$ cat config.mk
export PLATFORM = sky130hd
export DESIGN_NAME = rst_supervisor
export DESIGN_NICKNAME = d
export VERILOG_FILES = /design/src/rtl/rsup_pkg.sv /design/src/rtl/rsup_async_rst_sync.sv /design/src/rtl/rsup_level_sync.sv /design/src/rtl/rsup_dly_limit.sv /design/src/rtl/rsup_startup_timer.sv /design/src/rtl/rsup_iclk_div.sv /design/src/rtl/rst_supervisor.sv
export SDC_FILE = /design/constraint.sdc
export NUM_CORES = 1
export LEC_CHECK = 0
export ABC_AREA = 1
export BUFFER_PORTS_ARGS = -buffer_cell sky130_fd_sc_hd__buf_2
export CAP_MARGIN = 20
export CELL_PAD_IN_SITES_DETAIL_PLACEMENT = 0
export CELL_PAD_IN_SITES_GLOBAL_PLACEMENT = 2
export CORE_ASPECT_RATIO = 1.1
export CORE_UTILIZATION = 35
export DETAILED_ROUTE_END_ITERATION = 7
export PLACE_DENSITY_LB_ADDON = 0.1
export SLEW_MARGIN = 20
export SYNTH_ARGS = -nofsm -noshare
export SYNTH_HDL_FRONTEND = slang
export SYNTH_SLANG_ARGS = --single-unit
$ cat constraint.sdc
create_clock -name clk_i -period 2.67 [get_ports clk_i]
set_clock_uncertainty 0.05 [all_clocks]
set_input_delay 0 -clock clk_i [delete_from_list [all_inputs] [get_ports clk_i]]
set_output_delay 0 -clock clk_i [all_outputs]
set_load 0.02 [all_outputs]
$ cat src/rtl/rsup_pkg.sv
package rsup_pkg;
   // Start-up delay selection codes; the numeric value is the select field.
   typedef enum logic [1:0] {
      DLY_SHORT = 2'd0,
      DLY_MID   = 2'd1,
      DLY_LONG  = 2'd2,
      DLY_MAX   = 2'd3
   } dly_sel_e;

   function automatic int unsigned max4(input int unsigned a, input int unsigned b,
                                        input int unsigned c, input int unsigned d);
      int unsigned m;
      m = a;
      if (b > m) m = b;
      if (c > m) m = c;
      if (d > m) m = d;
      return m;
   endfunction
endpackage

$ cat src/rtl/rsup_async_rst_sync.sv
// Asynchronous assertion, synchronous release of a combined active-low reset.
module rsup_async_rst_sync #(
   parameter int unsigned STAGES = 2
) (
   input  logic clk_i,
   input  logic rst_ni,
   output logic rst_active_o
);
   logic [STAGES-1:0] chain_q;

   always_ff @(posedge clk_i or negedge rst_ni) begin
      if (!rst_ni) chain_q <= '0;
      else         chain_q <= {chain_q[STAGES-2:0], 1'b1};
   end

   assign rst_active_o = ~chain_q[STAGES-1];
endmodule

$ cat src/rtl/rsup_level_sync.sv
// Multi-flop synchronizer for a level input.
module rsup_level_sync #(
   parameter int unsigned STAGES = 2
) (
   input  logic clk_i,
   input  logic arst_ni,
   input  logic d_i,
   output logic q_o
);
   logic [STAGES-1:0] chain_q;

   always_ff @(posedge clk_i or negedge arst_ni) begin
      if (!arst_ni) chain_q <= '0;
      else          chain_q <= {chain_q[STAGES-2:0], d_i};
   end

   assign q_o = chain_q[STAGES-1];
endmodule

$ cat src/rtl/rsup_dly_limit.sv
// Tick count for the start-up delay: selectable or fixed variant.
module rsup_dly_limit
   import rsup_pkg::*;
#(
   parameter bit          CONFIGURABLE = 1'b1,
   parameter int unsigned CNT_W        = 14,
   parameter int unsigned TICKS_SHORT  = 1,
   parameter int unsigned TICKS_MID    = 256,
   parameter int unsigned TICKS_LONG   = 840,
   parameter int unsigned TICKS_MAX    = 13440,
   parameter int unsigned TICKS_FIXED  = 256
) (
   input  logic [1:0]       sel_i,
   output logic [CNT_W-1:0] limit_o
);
   generate
      if (CONFIGURABLE) begin : g_select
         dly_sel_e sel;
         assign sel = dly_sel_e'(sel_i);
         always_comb begin
            unique case (sel)
               DLY_SHORT: limit_o = CNT_W'(TICKS_SHORT);
               DLY_MID:   limit_o = CNT_W'(TICKS_MID);
               DLY_LONG:  limit_o = CNT_W'(TICKS_LONG);
               default:   limit_o = CNT_W'(TICKS_MAX);
            endcase
         end
      end else begin : g_fixed
         logic [1:0] unused_sel;
         assign unused_sel = sel_i;
         assign limit_o    = CNT_W'(TICKS_FIXED);
      end
   endgenerate
endmodule

$ cat src/rtl/rsup_startup_timer.sv
// Counts slow ticks once all sources are quiet; any hold restarts from zero.
module rsup_startup_timer #(
   parameter int unsigned CNT_W = 14
) (
   input  logic             clk_i,
   input  logic             arst_ni,
   input  logic             hold_i,
   input  logic             tick_i,
   input  logic [CNT_W-1:0] limit_i,
   output logic             done_o
);
   logic [CNT_W-1:0] cnt_q;
   logic             done_q;
   logic [CNT_W-1:0] last_cnt;

   assign last_cnt = limit_i - CNT_W'(1);

   always_ff @(posedge clk_i or negedge arst_ni) begin
      if (!arst_ni) begin
         cnt_q  <= '0;
         done_q <= 1'b0;
      end else if (hold_i) begin
         cnt_q  <= '0;
         done_q <= 1'b0;
      end else if (!done_q && tick_i) begin
         if (cnt_q >= last_cnt) done_q <= 1'b1;
         cnt_q <= cnt_q + CNT_W'(1);
      end
   end

   assign done_o = done_q;
endmodule

$ cat src/rtl/rsup_iclk_div.sv
// Instruction enable: every cycle (turbo) or one in DIV, phase cleared in reset.
module rsup_iclk_div #(
   parameter int unsigned DIV = 4
) (
   input  logic clk_i,
   input  logic arst_ni,
   input  logic core_rst_i,
   input  logic turbo_i,
   output logic en_o
);
   localparam int unsigned PW = (DIV > 1) ? $clog2(DIV) : 1;

   logic [PW-1:0] phase_q;

   always_ff @(posedge clk_i or negedge arst_ni) begin
      if (!arst_ni)        phase_q <= '0;
      else if (core_rst_i) phase_q <= '0;
      else if (phase_q == PW'(DIV - 1)) phase_q <= '0;
      else                 phase_q <= phase_q + PW'(1);
   end

   assign en_o = ~core_rst_i & (turbo_i | (phase_q == '0));
endmodule

$ cat src/rtl/rst_supervisor.sv
module rst_supervisor
   import rsup_pkg::*;
#(
   parameter bit          CONFIGURABLE = 1'b1,
   parameter int unsigned TICKS_SHORT  = 1,
   parameter int unsigned TICKS_MID    = 256,
   parameter int unsigned TICKS_LONG   = 840,
   parameter int unsigned TICKS_MAX    = 13440,
   parameter int unsigned TICKS_FIXED  = 256,
   parameter int unsigned SYNC_STAGES  = 2,
   parameter int unsigned SLOW_DIV     = 4
) (
   input  logic       clk_i,
   input  logic       arst_ni,
   input  logic       mclr_ni,
   input  logic       wdt_timeout_i,
   input  logic       bo_flag_i,
   input  logic       bo_en_i,
   input  logic [1:0] dly_sel_i,
   input  logic       turbo_i,
   input  logic       slow_tick_i,
   output logic       core_rst_o,
   output logic       inst_en_o
);
   localparam int unsigned MAX_SEL   = max4(TICKS_SHORT, TICKS_MID, TICKS_LONG, TICKS_MAX);
   localparam int unsigned MAX_TICKS = (TICKS_FIXED > MAX_SEL) ? TICKS_FIXED : MAX_SEL;
   localparam int unsigned CNT_W     = $clog2(MAX_TICKS + 1);

   initial begin
      if (TICKS_SHORT == 0 || TICKS_MID == 0 || TICKS_LONG == 0 ||
          TICKS_MAX == 0 || TICKS_FIXED == 0)
         $error("rst_supervisor: every delay needs at least one tick");
      if (SYNC_STAGES < 2)
         $error("rst_supervisor: SYNC_STAGES must be at least 2");
      if (SLOW_DIV < 2 || (SLOW_DIV & (SLOW_DIV - 1)) != 0)
         $error("rst_supervisor: SLOW_DIV must be a power of two of at least 2");
   end

   logic pin_rst_n;
   logic pin_rst_active;
   logic bo_sync;
   logic hold;
   logic [CNT_W-1:0] limit;
   logic timer_done;

   // power-on and master clear join into one asynchronously asserted reset
   assign pin_rst_n = arst_ni & mclr_ni;

   rsup_async_rst_sync #(.STAGES(SYNC_STAGES)) u_pin_sync (
      .clk_i        (clk_i),
      .rst_ni       (pin_rst_n),
      .rst_active_o (pin_rst_active)
   );

   rsup_level_sync #(.STAGES(SYNC_STAGES)) u_bo_sync (
      .clk_i   (clk_i),
      .arst_ni (arst_ni),
      .d_i     (bo_flag_i),
      .q_o     (bo_sync)
   );

   // every active source holds the timer at zero
   assign hold = pin_rst_active | wdt_timeout_i | (bo_en_i & bo_sync);

   rsup_dly_limit #(
      .CONFIGURABLE (CONFIGURABLE),
      .CNT_W        (CNT_W),
      .TICKS_SHORT  (TICKS_SHORT),
      .TICKS_MID    (TICKS_MID),
      .TICKS_LONG   (TICKS_LONG),
      .TICKS_MAX    (TICKS_MAX),
      .TICKS_FIXED  (TICKS_FIXED)
   ) u_limit (
      .sel_i   (dly_sel_i),
      .limit_o (limit)
   );

   rsup_startup_timer #(.CNT_W(CNT_W)) u_timer (
      .clk_i   (clk_i),
      .arst_ni (arst_ni),
      .hold_i  (hold),
      .tick_i  (slow_tick_i),
      .limit_i (limit),
      .done_o  (timer_done)
   );

   assign core_rst_o = ~timer_done | pin_rst_active;

   rsup_iclk_div #(.DIV(SLOW_DIV)) u_div (
      .clk_i      (clk_i),
      .arst_ni    (arst_ni),
      .core_rst_i (core_rst_o),
      .turbo_i    (turbo_i),
      .en_o       (inst_en_o)
   );
endmodule

* Yosys cells after proc, flatten, opt, wreduce, memory -nomap -nowiden
Index checks and enable logic that the tools add are counted.
** Operators by class
- Add/subtract/negate cells :: 3
- $lt $le $gt $ge :: 1
- Equality and inequality tests :: 3
- Muxes and demuxes :: 8
- Bitwise gates (word level) :: 10
- Reduce and logical (&&, ||, !) cells :: 7
** Operator list (number)
- $pmux 14 s3 :: 1
- $mux 14 :: 2
- $add 14x1->14 const B :: 1
- $ge 14x14->1 :: 1
- $sub 14x1->14 const B :: 1
- $eq 2x2->1 const B :: 2
- $logic_not 2->1 :: 2
- $mux 2 :: 2
- $or 1x1->1 :: 4
- $reduce_bool 2->1 :: 2
- $and 1x1->1 :: 3
- $mux 1 :: 3
- $not 1->1 :: 3
- $add 2x1->2 const B :: 1
- $eq 2x1->1 const B :: 1
- $reduce_and 2->1 :: 1
- $logic_and 1x1->1 :: 1
- $logic_not 1->1 :: 1
** Word-level totals
- Flip-flop bits (word level) :: 21
- Input port bits :: 10
- Output and inout bits :: 2
- Word-level logic and storage cells :: 37

* Logic depth before layout (Yosys ltp)
- Depth after elaboration :: 7
- Gate-level depth with buffers :: 12
- Gate-level depth less buffers :: 12

* Hierarchy
From an unflattened synthesis, not the netlist that was laid out.
** Second synthesis, totals
- Cell total of the unflattened synthesis :: 243
- Area, all modules :: 1793.0 µm²
** Modules (own cells, without submodules)
- rsup_startup_timer :: times used 1, cells an instance 204, area each 1446.4 µm², seq. area each 375.4 µm²
- rsup_dly_limit :: times used 1, cells an instance 16, area each 123.9 µm², seq. area each 0.0 µm²
- rsup_iclk_div :: times used 1, cells an instance 10, area each 88.8 µm², seq. area each 50.0 µm²
- rsup_async_rst_sync :: times used 1, cells an instance 4, area each 57.6 µm², seq. area each 50.0 µm²
- rsup_level_sync :: times used 1, cells an instance 2, area each 50.0 µm², seq. area each 50.0 µm²
- rst_supervisor :: times used 1, cells an instance 7, area each 26.3 µm², seq. area each 0.0 µm²

* Least setup slack after synthesis
Ideal clock, no wire load.
- Path type :: reg-to-reg
- From :: register u_timer.cnt_q[13]
- To :: register u_timer.done_q, in the netlist u_timer.done_o
- Setup time :: 0.077 ns
- Data arrival time :: 1.235 ns
- Data required time :: 2.543 ns
- Slack :: 1.308 ns
- Cell stages (with the launch flop) :: 10
- Buffers on the path :: 0
- Clock period less this slack :: 1.362 ns
- Cell sequence :: dfrtp_1 -> ha_1 -> nand2_1 -> nor2_1 -> nand2_1 -> nor2_1 -> nand2_1 -> nand3_1 -> nand2_1 -> a21oi_1
** On the way
- Word-level cells in the longest chain between the ends :: 3
** RTL lines
- start, declared :: RTL line rsup_startup_timer.sv:12 : logic [CNT_W-1:0] cnt_q;
- start signal, assigned :: RTL line rsup_startup_timer.sv:27 : cnt_q <= cnt_q + CNT_W'(1);
- $ge 14x14->1 :: RTL line rsup_startup_timer.sv:26 : if (cnt_q >= last_cnt) done_q <= 1'b1;
- $reduce_bool 2->1 (no source line)
- $reduce_and 2->1 (no source line)
- end signal, assigned :: RTL line rsup_startup_timer.sv:21 : done_q <= 1'b0;
- end signal, assigned :: RTL line rsup_startup_timer.sv:24 : done_q <= 1'b0;
- end signal, assigned :: RTL line rsup_startup_timer.sv:26
- end, declared :: RTL line rsup_startup_timer.sv:13 : logic done_q;
No other way between the ends.
A chain may end at the register's enable or synchronous reset.

* Worst setup path after layout
- From :: register u_timer.done_q, in the netlist u_timer.done_o
- To :: register u_timer.cnt_q[10]
** On the way
- Word-level cells in the longest chain between the ends :: 3
** RTL lines
- $logic_not 1->1 :: RTL line rsup_startup_timer.sv:25 : end else if (!done_q && tick_i) begin
- $logic_and 1x1->1 :: RTL line rsup_startup_timer.sv:25
- $reduce_bool 2->1 (no source line)
No other way between the ends.

==> qor.yml <==
insertedDiodeCount: 0
drc: 0
setup_violations: 0
hold_ws_ps: 111.8
ys_seq_elements: 21
grt_max_degree: 21
syn_area_um2: 1371
drive_gt1_share_pct: 10.29
die_h_um: 67.65
cpMaxStageDelayCell: "dfrtp_1"
root_buffer: "clkbuf_8"
hold_path_class: "in2reg"
yosysUniqueCellTypes: 19
place_inst: 245
gp_congestion: 0.7751
slew_violations: 0
ys_warn_count: 0
die-area_um2: 4173
first_iter_violations: 38
fmax_ghz: 0.6329
path_max_fanout: 4
rsz0062_at_grt: "no"
worstSetupPathType: "reg2reg"
outcome: "finished, final reports clean"
drt-total-wl_um: 2984
via_count: 1169
required_ps: 2770
postCtsSetupBuffers: 0
cpPeakStageDelay_ps: 440
seq_area_frac_synth_pct: 38.32
fin_ws_ps: 1090
clk_latency_ps: 250
finalCritPeriodShare_pct: 59.17
avgSynthCellArea_um2: 7.494
via_per_inst: 4.602
hold_viol: 0
rows: 23
final_cell_mix: "45 x nand2_1, 29 x inv_1, 21 x dfrtp_1, 20 x nor2_1, 17 x ha_1"
avgRoutedWirePerCell_um: 11.75
crit_top_cell: "nand2_1"
clk_pin_slew_ps: 80
clockBufferDepth: 2
critPathArrivalTime_ps: 1680
die_x_um: 61.68
stdcell_count: 254
start_kind: "register"
syn2layout_area_growth_pct: 15.97
postPlaceCellArea_um2: 1495
stdcell_area_um2: 1590
finalCriticalPeriod_ps: 1580
synth_cells: 183
final_common_cell: "nand2_1"
p_leak_nw: 0.7991
grt_use_total_pct: 16.90
maxCapViolations: 0
grt.overflow.total: 0
ir_drop_uv: 237.1
clock_sink_count: 21
ant_nets: 0
end_kind: "register"
io_pins: 12
grt_pass1_wl_um: 5037
drt_pass1_iterations: 4
place_ws_ps: 1117
portBuffers: 11
nNetsFinal: 232
cts_inserted_buffers: 3
power_density_nw_per_um2: 369.0
grt_pass1_vias: 1130
ctsHtreeMaxLevel: 1
initial_core_util_pct: 37.23
hpwlAfterDp_um: 2388
cts_tree: "done"
path_cells: "nor2_4 -> nand2_1 -> nor2_2 -> nand3_1 -> nand2_1 -> o21ai_0 -> o21a_1"
core_area_um2: 3684
antenna_found_initial: 0
setup_tns_ps: 0
## layer usage
metal	wire length [µm]	track usage (%)	vias up	part of all wire [%]
met3	52	1.724	4	1.7
li1	-	-	620	-
met1	1494	23.54	531	50
met2	1381	26.61	14	46
met4	55	6.667	0	1.8
met5	0	0	-	0
## timing repair
action,4_1_cts,5_1_grt
setup endpoints to repair,0,0
gates resized for setup,0,0
hold buffers,5,0
endpoints found under the hold margin,23,0
## area by class of cell
class	instances	area (µm²)
tap	50	62.56
multi-input combinational	132	732.0
inverter	30	112.6
fill	411	2093
clock buffer	4	45.04
timing repair buffer	17	112.6
sequential	21	525.5
## critical path, delay by kind of cell, from the launching register on
family | cells | cell delay [ps]
and+or+nand+nor | 5 | 760
DFF | 1 | 440
AOI/OAI and AO/OA | 2 | 230
## flip-flops by register name, summed over array words and instances, names as in the netlist
name / flops
u_pin_sync.chain_q: 2
u_timer.cnt_q: 14
u_div.phase_q: 2
u_bo_sync.chain_q: 2
u_timer.done_o: 1
## power breakdown
part | internal, W | switching (W) | total, W
clock network | 0.000106 | 0.000100 | 0.000206
registers | 0.000322 | 0.00000193 | 0.000324
logic | 0.0000221 | 0.0000349 | 0.0000570
## kinds of logic (layout without fill, tap and decap cells)
| group | count (synthesis) | in the layout | synth area share (%) |
|---|---|---|---|
| and+or+nand+nor | 89 | 89 | 28.38 |
| buffers and inverters | 31 | 51 | 8.576 |
| AOI/OAI and AO/OA | 24 | 24 | 8.942 |
| DFF | 21 | 21 | 38.32 |
| adders and majority gates | 17 | 17 | 15.51 |
| other | 1 | 2 | 0.2735 |
## final timing paths
| kind | startpoint | to | slack [ps] | cells past startpoint |
|---|---|---|---|---|
| min | wdt_timeout_i | u_timer.cnt_q[9] | 110 | 5 |
| max | u_timer.done_o | u_timer.cnt_q[10] | 1090 | 7 |
| min in group asynchronous | arst_ni | u_div.phase_q[0] | 180 | 2 |
| max reg2reg | u_timer.done_o | u_timer.cnt_q[10] | 1090 | 7 |
| min reg2reg | u_bo_sync.chain_q[0] | u_bo_sync.chain_q[1] | 310 | 0 |
| max in group asynchronous | arst_ni | u_pin_sync.chain_q[0] | 1440 | 5 |
## Yosys cell counts
master	instances	area, µm²
nand2_1	45	168.9
inv_1	29	108.9
dfrtp_1	21	525.5
nor2_1	20	75.07
ha_1	17	212.7
a21oi_1	13	65.06
o21ai_0	10	50.05
nand3_1	8	40.04
nor3_1	7	35.03
nand4_1	3	18.77
nor2_4	2	22.52
buf_2	1	5.000
conb_1	1	3.750
inv_2	1	3.750
nand3_2	1	10.01
nor2_2	1	6.260
o21a_1	1	7.510
or2_1	1	6.260
or2_2	1	6.260
## per-stage QoR
stage / total power, W / util [%]
finish: 0.0005868 / 43.17
global route: 0.0006150 / 43.17
CTS: 0.0005929 / 43.17
detailed placement: 0.0003819 / 40.59
global placement: 0.0003811 / 40.59
floorplan: 0.0003587 / -
(Power assumes the default switching activity.)
